===== config.mk =====
export PLATFORM = sky130hd
export DESIGN_NAME = dotp_engine
export DESIGN_NICKNAME = d
export VERILOG_FILES = /design/src/rtl/dotp_engine.sv
export SDC_FILE = /design/constraint.sdc
export NUM_CORES = 1
export LEC_CHECK = 0
export BUFFER_PORTS_ARGS = -buffer_cell sky130_fd_sc_hd__buf_2
export CAP_MARGIN = 20
export CORE_MARGIN = 1.5
export CORE_UTILIZATION = 42
export CTS_CLUSTER_DIAMETER = 120
export DETAILED_ROUTE_END_ITERATION = 8
export GPL_TIMING_DRIVEN = 1
export PLACE_DENSITY = 0.71
export SYNTH_ARGS = -nofsm -noshare
export SYNTH_HDL_FRONTEND = slang
export SYNTH_SLANG_ARGS = --single-unit

===== constraint.sdc =====
create_clock -name clk -period 7.25 [get_ports clk]
set_input_delay 0.725 -clock clk [delete_from_list [all_inputs] [get_ports clk]]
set_output_delay 0.725 -clock clk [all_outputs]
set_load 0.005 [all_outputs]

===== src/rtl/dotp_engine.sv =====
module dotp_engine #(
  parameter int EW       = 16,
  parameter int AW       = 8,
  parameter int CW       = 16,
  parameter int LOAD_LAT = 4,
  parameter int ACCW     = 32
) (
  input  logic            clk,
  input  logic            rst_n,
  input  logic            start,
  input  logic [CW-1:0]   elem_count,
  input  logic [AW-1:0]   coef_base,
  input  logic [AW-1:0]   data_base,
  input  logic [AW-1:0]   dest_addr,
  output logic            busy,
  output logic            rd_en,
  output logic [AW-1:0]   coef_addr,
  output logic [AW-1:0]   data_addr,
  input  logic [2*EW-1:0] coef_word,
  input  logic [2*EW-1:0] data_word,
  output logic            wr_en,
  output logic [AW-1:0]   wr_addr,
  output logic [EW-1:0]   wr_data,
  output logic            done
);
  localparam int PW = 2 * EW;

  typedef enum logic [1:0] {IDLE, RUN, DRAIN, STORE} state_t;

  state_t               st;
  logic [CW-1:0]        pairs_left;
  logic [AW-1:0]        cptr, dptr, dst;
  logic [LOAD_LAT-1:0]  inflight;
  logic                 land;
  logic signed [PW-1:0] prod_e, prod_o;
  logic                 prod_v;
  logic [ACCW-1:0]      acc_e, acc_o, total;
  logic [CW-1:0]        req_pairs;
  logic                 accept;

  assign req_pairs = elem_count >> 1;
  assign accept    = (st == IDLE) && start;
  assign land      = inflight[LOAD_LAT-1];
  assign total     = acc_e + acc_o;

  assign busy      = (st != IDLE);
  assign rd_en     = (st == RUN);
  assign coef_addr = cptr;
  assign data_addr = dptr;
  assign wr_en     = (st == STORE);
  assign done      = (st == STORE);
  assign wr_addr   = dst;
  assign wr_data   = total[EW-1:0];

  always_ff @(posedge clk) begin
    if (!rst_n) begin
      st         <= IDLE;
      pairs_left <= '0;
      cptr       <= '0;
      dptr       <= '0;
      dst        <= '0;
    end else begin
      case (st)
        IDLE: if (start) begin
          cptr       <= coef_base;
          dptr       <= data_base;
          dst        <= dest_addr;
          pairs_left <= req_pairs;
          st         <= (req_pairs == '0) ? DRAIN : RUN;
        end
        RUN: begin
          cptr       <= cptr + 1'b1;
          dptr       <= dptr + 1'b1;
          pairs_left <= pairs_left - 1'b1;
          if (pairs_left == CW'(1)) st <= DRAIN;
        end
        DRAIN: if (inflight == '0 && !prod_v) st <= STORE;
        default: st <= IDLE;
      endcase
    end
  end

  always_ff @(posedge clk) begin
    if (!rst_n) begin
      inflight <= '0;
      prod_v   <= 1'b0;
      prod_e   <= '0;
      prod_o   <= '0;
    end else begin
      inflight <= (inflight << 1) | LOAD_LAT'(rd_en);
      prod_v   <= land;
      if (land) begin
        prod_e <= $signed(coef_word[EW-1:0])  * $signed(data_word[EW-1:0]);
        prod_o <= $signed(coef_word[PW-1:EW]) * $signed(data_word[PW-1:EW]);
      end
    end
  end

  always_ff @(posedge clk) begin
    if (!rst_n || accept) begin
      acc_e <= '0;
      acc_o <= '0;
    end else if (prod_v) begin
      acc_e <= acc_e + ACCW'(prod_e);
      acc_o <= acc_o + ACCW'(prod_o);
    end
  end
endmodule



==> results.py <==
metrics = {
    "synth": {
        "yosys_most_used_dff": "dfxtp_1",
        "synth_top_area_share_pct": 21.2,
        "syn-cell-area_sq_um": 15200,
        "yosysTopAreaCell": "fa_1",
        "synth-async-reset-ratio_pct": 0,
        "synth_cell_types": 70,
        "avgSynthCellArea_sq_um": 8.30,
        "synth_edf_count": 0,
        "yosys_warnings": 0,
        "synth_area_leaders": "fa_1 21%, dfxtp_1 15%, ha_1 14%, inv_1 7.2%, and2_1 6.1%",
        "ys_seq_elements": 111,
        "syn_nets": 2271,
        "synthCells": 1828,
        "ys_seq_area_share_pct": 14.6,
    },
    "sta": {
        "final.setup.tns_ps": 0,
        "finalHoldViolCount": 0,
        "clock-skew-final_ps": 13.6,
        "clock.fmax_ghz": 0.176,
        "worst_slack_ps": 1560,
        "tightest_slew_ps": 1060,
        "final-setup-viol-count": 0,
        "fin_crit_ps": 5690,
        "rsz0062_at_grt": "false",
        "finalCritPeriodShare_pct": 78.5,
        "drv_slew": 0,
        "relSlewSlack_pct": 29.4,
    },
    "route": {
        "antenna_left": 0,
        "avgRoutedWirePerCell_um": 14.4,
        "drt-initial-drc-count": 595,
        "drc": 0,
        "vias_per_cell": 5.21,
        "vias": 12400,
        "dr.pass1.iters": 5,
        "routed_wl_um": 34300,
    },
    "placement": {
        "dp_slack_ps": 1180,
        "place_congestion": 0.871,
        "dp_hpwl_um": 27100,
        "io_buffers": 149,
        "place_area_sq_um": 16200,
        "post-place-cells": 2372,
    },
    "worst_hold_path": {
        "hold_start": "inflight[0]",
        "hold_class": "reg2reg",
        "whs_path_depth": 1,
        "holdPathEnd": "inflight[1]",
    },
    "clock_tree": {
        "cts_made_buffers": 9,
        "postCtsSetupBuffers": 0,
        "clock_path_buffers": 2,
        "root_buffer": "clkbuf_16",
        "cts_tree": "yes",
        "ctsHoldBuffers": 0,
        "path_clk_slew_ps": 70,
        "clock_latency_ps": 370,
        "htreeDepth": 3,
        "cts_resized": 0,
        "clock_sinks": 111,
    },
    "global_routing": {
        "grt_pass1_wl_um": 58300,
        "antenna_found_initial": 0,
        "grt_pass1_vias": 12400,
        "grt_usage_pct": 19.2,
        "grt_max_degree": 46,
        "grt-ovfl-total": 0,
    },
    "cells_and_area": {
        "fill_cells": 3489,
        "final_nets": 2366,
        "drive_gt1_share_pct": 9.86,
        "final_cell_mix": "292 x inv_1, 201 x nand2_1, 175 x ha_1, 161 x fa_1",
        "finalInstanceArea_sq_um": 16500,
        "fin_cells": 2388,
        "n_antenna_cell": 0,
        "synthToLayoutAreaGrowth_pct": 9.03,
        "final_common_cell": "inv_1",
    },
    "die": {
        "dieWidth_um": 193,
        "start_util_pct": 42.6,
        "design.core.area_sq_um": 35600,
        "rows": 69,
        "die_area_sq_um": 37300,
        "ios": 151,
        "die_h_um": 193,
    },
    "critical_path": {
        "cp_max_fo": 11,
        "worstReg2RegEnd": "pairs_left[10]",
        "crit_required_ps": 7520,
        "r2r_slack_ps": 4470,
        "critPathKind": "in2reg",
        "reg2regPathDepth": 9,
        "critPathCaptureType": "flip-flop",
        "startpoint": "coef_word[5]",
        "cp.arrival_ps": 5960,
        "r2r-start": "st[1]",
        "startpoint_type": "input port",
    },
    "run": {
        "max_cap_violations": 0,
    },
    "power_and_ir_drop": {
        "finalPower_w": 0.00508,
        "p_per_area_nw_per_um2": 307,
        "vdd_drop_max_mv": 0.290,
        "leakage_nw": 8.03,
    },
    "status": {
        "status": "finished clean",
    },
}
[critical path, cell delays in order]
cell     delay (ps)
buf_2           210
nand2_1         110
fa_1            560
inv_1            60
fa_1            510
inv_1            50
fa_1            480
fa_1            530
fa_1            530
fa_1            490
xor2_1          170
xnor2_1         190
xnor2_1         110
xnor2_1         300
xnor3_1         450
nor3_2          130
and3b_1         200
o21a_1          160
[sequential cells by signal, summed over array words and instances, names as in the netlist]
register and cells:
prod_e 16, pairs_left 16, wr_addr 8, acc_e 16
acc_o 16, st 2, coef_addr 8, inflight 4
prod_o 16, data_addr 8, prod_v 1
[Yosys cell counts, types with 4 or more instances]
cell type and number:
clkbuf_1 61, xnor2_1 85, nand3b_1 8, and2_1 149
nor4_1 7, ha_1 175, nor2b_1 37, a22oi_1 8
nor3_1 35, o211a_1 7, nand2b_1 10, fa_1 161
o31ai_1 6, a21boi_0 12, a21oi_1 71, buf_2 5
nor2_1 74, o21ai_1 18, nand3_1 28, mux2i_1 43
or3_1 23, o221a_2 4, a31oi_1 7, o22ai_1 9
o21ai_0 49, o21a_1 14, inv_1 292, nand2_1 201
a211oi_1 9, dfxtp_1 111, a21o_1 14, and3_1 11
o21bai_1 5, xor2_1 21
[where the power goes]
| part | internal (W) | switching [W] | total [W] |
|---|---|---|---|
| registers | 0.000701 | 0.0000858 | 0.000787 |
| logic | 0.00172 | 0.00210 | 0.00382 |
| clock network | 0.000231 | 0.000245 | 0.000476 |
[kinds of logic after synthesis]
group           Yosys count  share of synthesized area, %
xor+xnor                109                          6.52
fa+ha+maj               336                          35.7
compound gates          262                          11.1
flops                   111                          14.6
simple gates            602                          20.0
mux                      43                          2.84
buf+inv                 365                          9.17
[worst max path at each step]
stage | to | slack (ps) | depth (start not counted)
after global placement | prod_e[15] | 1230 | 18
after global routing | prod_e[15] | 1390 | 18
after detailed placement | prod_e[15] | 1180 | 18
after CTS | prod_e[15] | 1560 | 18
final | prod_e[15] | 1560 | 18
after floorplan | prod_e[15] | 1600 | 18
[through the flow]
step	hold WS (ps)	util, %
after floorplan	426	-
after global routing	490	46.5
after CTS	462	46.4
after global placement	438	45.7
after detailed placement	441	45.7
final	456	46.5
[area by class of cell]
class,count,area [sq um],share of cell area (%)
Sequential cell,111,2220,13.4
Clock buffer,9,225,1.36
Tap cell,461,577,3.49
Clock inverter,6,36.3,0.219
Multi-Input combinational cell,1352,11600,69.9
Inverter,293,1100,6.65
Timing Repair Buffer,156,818,4.95
[layer usage]
layer / GRT usage [%] / share of wire (%) / vias up
met5: 0 / 0 / -
met4: 4.35 / 1.4 / 0
met3: 2.88 / 4.9 / 34
met1: 26.1 / 46 / 6038
li1: - / - / 6075
met2: 32.0 / 47 / 294
Note: power is estimated with default switching activity, not from simulation.
